==> src/rtl/grid_ck_pkg.sv <==
package grid_ck_pkg;

    localparam int CELL_W = 8;
    localparam int CK_W   = 8;

    typedef logic [CELL_W-1:0] cell_t;
    typedef logic [CK_W-1:0]   ck_t;

    typedef enum logic [1:0] {
        PH_IDLE  = 2'd0,
        PH_CELLS = 2'd1,
        PH_CHECK = 2'd2
    } phase_e;

    typedef struct packed {
        logic clear;
        logic cell_take;
        logic ck_take;
    } rx_ctrl_t;

    typedef struct packed {
        logic  en;
        cell_t data;
    } wr_beat_t;

    function automatic int unsigned idx_bits(input int unsigned count);
        return (count > 1) ? $clog2(count) : 1;
    endfunction

    function automatic ck_t fold_cell(input ck_t acc, input cell_t v, input logic neg);
        return neg ? ck_t'(acc - ck_t'(v)) : ck_t'(acc + ck_t'(v));
    endfunction

endpackage

==> src/rtl/grid_frame_ctrl.sv <==
module grid_frame_ctrl
    import grid_ck_pkg::*;
(
    input  logic     clk,
    input  logic     rst,
    input  logic     start,
    input  logic     in_valid,
    input  logic     last_cell,
    output rx_ctrl_t ctrl
);

    phase_e phase_q;
    phase_e phase_d;

    always_comb begin
        ctrl       = '0;
        ctrl.clear = start;
        if (!start && in_valid) begin
            case (phase_q)
                PH_CELLS: ctrl.cell_take = 1'b1;
                PH_CHECK: ctrl.ck_take   = 1'b1;
                default:  ;
            endcase
        end
    end

    always_comb begin
        phase_d = phase_q;
        if (start) begin
            phase_d = PH_CELLS;
        end else begin
            case (phase_q)
                PH_CELLS: if (ctrl.cell_take && last_cell) phase_d = PH_CHECK;
                PH_CHECK: if (ctrl.ck_take) phase_d = PH_IDLE;
                PH_IDLE:  phase_d = PH_IDLE;
                default:  phase_d = PH_IDLE;
            endcase
        end
    end

    always_ff @(posedge clk) begin
        if (rst) phase_q <= PH_IDLE;
        else     phase_q <= phase_d;
    end

endmodule

==> src/rtl/grid_pos_tracker.sv <==
module grid_pos_tracker
    import grid_ck_pkg::*;
#(
    parameter int GRID_N = 9,
    parameter int IDX_W  = 7
) (
    input  logic             clk,
    input  logic             rst,
    input  logic             clear,
    input  logic             step,
    output logic [IDX_W-1:0] idx,
    output logic             neg,
    output logic             last
);

    localparam int RC_W = idx_bits(GRID_N);
    localparam logic [RC_W-1:0] RC_LAST = RC_W'(GRID_N - 1);

    logic [RC_W-1:0] row_q;
    logic [RC_W-1:0] col_q;
    logic            row_start_neg_q;
    logic            row_end;

    assign row_end = (col_q == RC_LAST);
    assign last    = row_end && (row_q == RC_LAST);

    always_ff @(posedge clk) begin
        if (rst || clear) begin
            idx             <= '0;
            row_q           <= '0;
            col_q           <= '0;
            neg             <= 1'b0;
            row_start_neg_q <= 1'b0;
        end else if (step) begin
            idx <= idx + IDX_W'(1);
            if (row_end) begin
                col_q           <= '0;
                row_q           <= row_q + RC_W'(1);
                neg             <= ~row_start_neg_q;
                row_start_neg_q <= ~row_start_neg_q;
            end else begin
                col_q <= col_q + RC_W'(1);
                neg   <= ~neg;
            end
        end
    end

endmodule

==> src/rtl/grid_sum_acc.sv <==
module grid_sum_acc
    import grid_ck_pkg::*;
(
    input  logic  clk,
    input  logic  rst,
    input  logic  clear,
    input  logic  add_en,
    input  logic  neg,
    input  cell_t value,
    output ck_t   sum
);

    always_ff @(posedge clk) begin
        if (rst || clear) sum <= '0;
        else if (add_en)  sum <= fold_cell(sum, value, neg);
    end

endmodule

==> src/rtl/grid_checksum_rx.sv <==
module grid_checksum_rx
    import grid_ck_pkg::*;
#(
    parameter  int GRID_N = 9,
    localparam int CELLS  = GRID_N * GRID_N,
    localparam int ADDR_W = (CELLS > 1) ? $clog2(CELLS) : 1
) (
    input  logic              clk,
    input  logic              rst,
    input  logic              start,
    input  logic              in_valid,
    input  logic [7:0]        in_data,
    output logic              wr_en,
    output logic [ADDR_W-1:0] wr_addr,
    output logic [7:0]        wr_data,
    output logic              done,
    output logic              chk_ok
);

    rx_ctrl_t          ctrl;
    logic [ADDR_W-1:0] cell_idx;
    logic              cell_neg;
    logic              cell_last;
    ck_t               run_sum;
    wr_beat_t          beat_q;

    grid_frame_ctrl u_ctrl (
        .clk       (clk),
        .rst       (rst),
        .start     (start),
        .in_valid  (in_valid),
        .last_cell (cell_last),
        .ctrl      (ctrl)
    );

    grid_pos_tracker #(
        .GRID_N (GRID_N),
        .IDX_W  (ADDR_W)
    ) u_pos (
        .clk   (clk),
        .rst   (rst),
        .clear (ctrl.clear),
        .step  (ctrl.cell_take),
        .idx   (cell_idx),
        .neg   (cell_neg),
        .last  (cell_last)
    );

    grid_sum_acc u_sum (
        .clk    (clk),
        .rst    (rst),
        .clear  (ctrl.clear),
        .add_en (ctrl.cell_take),
        .neg    (cell_neg),
        .value  (cell_t'(in_data)),
        .sum    (run_sum)
    );

    always_ff @(posedge clk) begin
        if (rst) begin
            beat_q  <= '0;
            wr_addr <= '0;
            done    <= 1'b0;
            chk_ok  <= 1'b0;
        end else begin
            beat_q.en <= ctrl.cell_take;
            if (ctrl.cell_take) begin
                beat_q.data <= cell_t'(in_data);
                wr_addr     <= cell_idx;
            end
            done <= ctrl.ck_take;
            if (ctrl.clear)        chk_ok <= 1'b0;
            else if (ctrl.ck_take) chk_ok <= (ck_t'(in_data) == run_sum);
        end
    end

    assign wr_en   = beat_q.en;
    assign wr_data = beat_q.data;

endmodule

==> config.mk <==
export PLATFORM = sky130hd
export DESIGN_NAME = grid_checksum_rx
export DESIGN_NICKNAME = d
export VERILOG_FILES = /design/src/rtl/grid_ck_pkg.sv /design/src/rtl/grid_frame_ctrl.sv /design/src/rtl/grid_pos_tracker.sv /design/src/rtl/grid_sum_acc.sv /design/src/rtl/grid_checksum_rx.sv
export SDC_FILE = /design/constraint.sdc
export NUM_CORES = 1
export LEC_CHECK = 0
export BUFFER_PORTS_ARGS = -buffer_cell sky130_fd_sc_hd__buf_2
export CORE_MARGIN = 2
export CORE_UTILIZATION = 25
export DETAILED_ROUTE_END_ITERATION = 8
export PLACE_DENSITY = 0.38
export SLEW_MARGIN = 30
export SYNTH_ARGS = -nofsm -noshare
export SYNTH_HDL_FRONTEND = slang
export SYNTH_HIERARCHICAL = 1
export SYNTH_SLANG_ARGS = --single-unit
export TNS_END_PERCENT = 5
==> constraint.sdc <==
create_clock -name clk -period 2.43 [get_ports clk]
set_input_delay 0.1215 -clock clk [delete_from_list [all_inputs] [get_ports clk]]
set_output_delay 0.1215 -clock clk [all_outputs]
set_load 0.1 [all_outputs]
Yosys cells after proc, flatten, opt, wreduce, memory -nomap -nowiden
Index checks and enable logic that the tools add are counted.
{ "classes": {"add_sub_neg": 5, "eq_ne": 9, "bitwise": 2, "reduce_logical": 9, "mux": 10} }
{ "op_table": {"columns": ["op", "count"], "rows": [
  ["4-bit by 1-bit adder with 4-bit output, second input constant", 2],
  ["8-bit adder", 1],
  ["4-bit == test, second input constant", 2],
  ["8-bit == test", 1],
  ["8-bit two-way mux", 1],
  ["8-bit subtractor", 1],
  ["7-bit by 1-bit adder with 7-bit output, second input constant", 1],
  ["2-bit two-way mux", 3],
  ["2-bit AND reduction", 3],
  ["1-bit two-way mux", 4],
  ["4-bit two-way mux", 1],
  ["2-bit case mux with 2 select lines", 1],
  ["1-bit logical AND", 3],
  ["3-bit by 2-bit inequality test with 1-bit output, second input constant", 1],
  ["3-bit inequality test, second input constant", 1],
  ["2-bit by 1-bit == test with 1-bit output, second input constant", 1],
  ["2-bit == test, second input constant", 1],
  ["2-bit by 1-bit inequality test with 1-bit output, second input constant", 1],
  ["2-bit inequality test, second input constant", 1],
  ["1-bit inverter", 2],
  ["2-bit OR reduction", 1],
  ["1-bit logical NOT", 1],
  ["1-bit logical OR", 1]
]} }
{ "totals": {"input_bits": 12, "wordCells": 48, "reg_bits": 45} }

Depth between registers and ports, before layout
{ "logic_depth": {"depth_word": 7, "depth_mapped": 11} }

Modules after synthesis
The synthesis kept the hierarchy.
{ "modules_own_cells": {"columns": ["module", "seq_area_each_um2", "area_each_um2", "n_inst", "cells_each"], "rows": [
  ["grid_pos_tracker", 340.3, 772.0, 1, 86],
  ["grid_checksum_rx", 360.3, 723.2, 1, 67],
  ["grid_sum_acc", 160.2, 719.4, 1, 85],
  ["grid_frame_ctrl", 40.0, 123.9, 1, 12]
]} }

Worst setup path before layout
OpenSTA, ideal clock, no wires.
{ "synth_timing": {"path_type": "register -> register", "startpoint": "register u_pos.neg", "endpoint": "register u_sum.sum[6]", "period_less_slack_ps": 2099, "arrival_ps": 1981, "required_time_ps": 2313, "setup_time_ps": 117, "n_path_buf": 1, "setup_slack_ps": 331, "path_stages_with_launch": 10, "cell_sequence": "dfxtp_1 > clkbuf_1 > mux2i_1 > fa_1 > a21o_1 > a21oi_1 > nor2b_1 > o21ai_0 > mux2i_1 > nand2_1"} }
{ "synth_between": {"elab_chain_cells": 1} }
{ "synth_rtl": {"columns": ["item", "line", "source"], "rows": [
  ["start: declaration", "grid_pos_tracker.sv:12", "output logic neg,"],
  ["start signal: assignment", "grid_pos_tracker.sv:39", "neg <= ~row_start_neg_q;"],
  ["start signal: assignment", "grid_pos_tracker.sv:43", "neg <= ~neg;"],
  ["8-bit two-way mux", "grid_ck_pkg.sv:31", "return neg ? ck_t'(acc - ck_t'(v)) : ck_t'(acc + ck_t'(v));"],
  ["end signal: assignment", "grid_sum_acc.sv:15", "else if (add_en) sum <= fold_cell(sum, value, neg);"],
  ["end: declaration", "grid_sum_acc.sv:10", "output ck_t sum"]
]} }
No other way between the ends.
A chain may end at the register's enable or synchronous reset.

Final worst setup path
{ "layout_timing": {"startpoint": "register u_pos.neg", "endpoint": "register u_sum.sum[7]"} }
Same word-level chain as after synthesis.

==> results.cfg <==
[run_status]
status = complete, no violations

[die]
ioPinCount = 30
core_area_um2 = 9153
start_util_pct = 25.55
core.rowCount = 35
die_area_um2 = 10140
die_x_um = 100.7
fp.dieH_um = 100.7

[power_and_ir_drop]
peakVddDrop_mv = 0.2436
total_power_mw = 1.440
p_leak_nw = 1.106
p_per_area_nw_per_um2 = 537.2

[logic_synthesis]
avgSynthCellArea_um2 = 9.354
synth_edf_count = 0
syn_inst = 250
syn-cell-area_um2 = 2338
async_flop_share_pct = 0
ys_types = 41
synthTopCellsByArea = dfxtp_1 39%, mux2i_1 10%, ha_1 7.0%
ys_warn_count = 6
synth_flop_cell = dfxtp_1
synth.yosys.seq_area_share_pct = 38.52
synth.net_count = 276
netlist.area_leader.share_pct = 38.52
synth.most_common_cell = dfxtp_1
synth_common_cells = 45 x dfxtp_1, 37 x nor2_1, 24 x mux2i_1, 14 x a21oi_1, 14 x xor2_1
synth_area_leader_cell = dfxtp_1
ys_ff_latch = 45

[sta]
min_period_ps = 2162
setup_viol = 0
tightest_slew_ps = 505.0
whs_ps = 101.2
setup_tns_ps = 0
slew_viol_final = 0
fmax_mhz = 462.5
skew_ps = 6.343
finalCritPeriodShare_pct = 88.98
relSlewSlack_pct = 66.34
rsz0062_at_grt = false
hold_viol = 0

[placed_design]
portBuffers = 29
dp.cells = 383
place_congestion = 0.7691
dp_hpwl_um = 3841

[cells_and_area]
syn2layout_area_growth_pct = 14.66
n_fill_cell = 976
multi_input_area_um2 = 1334
final-instance-count-excl-fill = 391
drive_above_1_share_pct = 19.64
final_core_util_pct = 29.30
seqCellArea_um2 = 902.1
nets = 305
n_antenna_cell = 0

[clock_tree]
path_clk_slew_ps = 100
clk_latency_ps = 310
cts_hold_buffers = 0
root_buffer = clkbuf_8
clock-sinks = 45
cts_tree = yes
cts_inserted_buffers = 5
post-cts-setup-buffers = 0
htreeDepth = 2
cts_buffer_depth = 2

[hold_path]
holdCritStartpoint = start
hp-class = input pin to flip-flop
worstHoldPathCells = 2
worstHoldEndpoint = u_ctrl/phase_q[1]$_SDFFE_PP0P_

[detailed_routing]
drt-met1-wl_um = 2579
highest_layer = met4
routed-wl-met3_um = 193
drtIter0Drc = 53
drtPass1Iterations = 4
drc = 0
final_antenna_net_count = 0
via_per_inst = 4.409
vias = 1724
routed_wl_um = 5240
wl_per_cell_um = 13.40
dr_wl_met2_um = 2417

[worst_setup_path]
cp_max_fo = 7
critPathLaunchType = flip-flop
r2r_start = u_pos/neg$_SDFFE_PP0P_
worstSetupEndpointType = flip-flop
cp_slowest_cell = dfxtp_2
critical_path.max_stage_delay_ps = 380
reg2regPathDepth = 10
arrival_ps = 2370
cp_num_buf_inv = 1
worstSetupPathType = flip-flop to flip-flop
critPathTopFamily = compound AO/OA/AOI/OAI gates
reg2reg_slack_ps = 270
r2r-end = u_sum/sum[7]$_SDFFE_PP0P_
path_cells = buf_4 > a21oi_1 > xnor2_1 > ha_1 > nand4_1 > a21oi_1 > and3b_1 > xnor2_1 > a211oi_1 > a31o_1
required_ps = 2640

[run]
maxCapViolCount = 0

[grt]
globalRouteTotalUtil_pct = 11.10
grt_overflow_total = 0
grt_pass1_wl_um = 8921
grt_max_degree = 24
antenna_found_initial = 0
grt_pass1_vias = 1780
where the power goes:
part           switching [mW]  total [mW]  internal, mW  leakage [nW]
registers             0.00674       0.752         0.745         0.364
clock network           0.294       0.502         0.208        0.0447
logic                   0.121       0.186        0.0655         0.697
per-stage QoR:
step | area [um^2] | worst slack [ps]
2_1_floorplan | 2338 | 331.1
3_3_place_gp | 2586 | 65.74
3_5_place_dp | 2586 | 59.81
4_1_cts | 2680 | 142.8
5_1_grt | 2681 | 102.9
6_report | 2681 | 267.7
cell families after synthesis:
group / Yosys count / synth area share, %
AND/OR/NAND/NOR: 89 / 20.97
flip-flops: 45 / 38.52
AO/OA/AOI/OAI: 31 / 7.865
XOR/XNOR: 26 / 10.06
multiplexers: 24 / 10.27
buffers and inverters: 21 / 4.494
adder cells (fa/ha/maj): 14 / 7.812
worst register-to-register path, delay by kind of cell, from the launching register on:
kind | cells | cell delay [ps]
AO/OA/AOI/OAI | 4 | 580
flip-flops | 1 | 380
adder cells (fa/ha/maj) | 1 | 360
AND/OR/NAND/NOR | 2 | 300
XOR/XNOR | 2 | 280
buffers and inverters | 1 | 160
layout make-up:
| type | count | share of cell area, % |
|---|---|---|
| well taps | 111 | 5.180 |
| clock buffers | 5 | 2.566 |
| repair buffers | 33 | 6.533 |
| inverters | 10 | 1.400 |
| flip-flops and latches | 45 | 33.64 |
| clock inverters | 3 | 0.9333 |
| multi-input cells | 184 | 49.74 |
layout by cell type (no fill, tap or decap), types with 5 or more instances in the layout:
cell	n
a21oi_1	14
buf_2	29
clkbuf_8	5
dfxtp_1	44
ha_1	13
inv_1	10
mux2i_1	24
nand2_1	11
nor2_1	37
nor3_1	6
o21ai_0	5
xnor2_1	11
xor2_1	14
state kept, by name, summed over array words and instances (netlist names):
register               count
done                       1
wr_data                    8
u_pos/neg                  1
u_pos/row_q                4
u_ctrl/phase_q             2
chk_ok                     1
u_pos/row_start_neg_q      1
u_pos/idx                  7
wr_en                      1
u_sum/sum                  8
wr_addr                    7
u_pos/col_q                4
timing repair:
item                                    CTS  global route
endpoints found under the setup margin    0             1
resized for setup                         0             1
hold endpoints to repair                  0             0
how the worst max path moves through the flow:
stage                            from                   endpoint  slack, ps  cells after the start
6_report       u_pos/neg$_SDFFE_PP0P_  u_sum/sum[7]$_SDFFE_PP0P_        270                     10
5_1_grt        u_pos/neg$_SDFFE_PP0P_  u_sum/sum[7]$_SDFFE_PP0P_        100                     10
4_1_cts        u_pos/neg$_SDFFE_PP0P_  u_sum/sum[7]$_SDFFE_PP0P_        140                     10
3_5_place_dp               in_data[2]  u_sum/sum[7]$_SDFFE_PP0P_         60                     11
3_3_place_gp               in_data[2]  u_sum/sum[7]$_SDFFE_PP0P_         70                     11
2_1_floorplan  u_pos/neg$_SDFFE_PP0P_  u_sum/sum[6]$_SDFFE_PP0P_        330                      9
routing by layer:
metal,GRT usage (%),vias to the layer above
met4,3.161,0
met3,2.427,4
li1,-,913
met2,18.46,29
met5,0,-
met1,14.44,778
(Power assumes the default switching activity.)
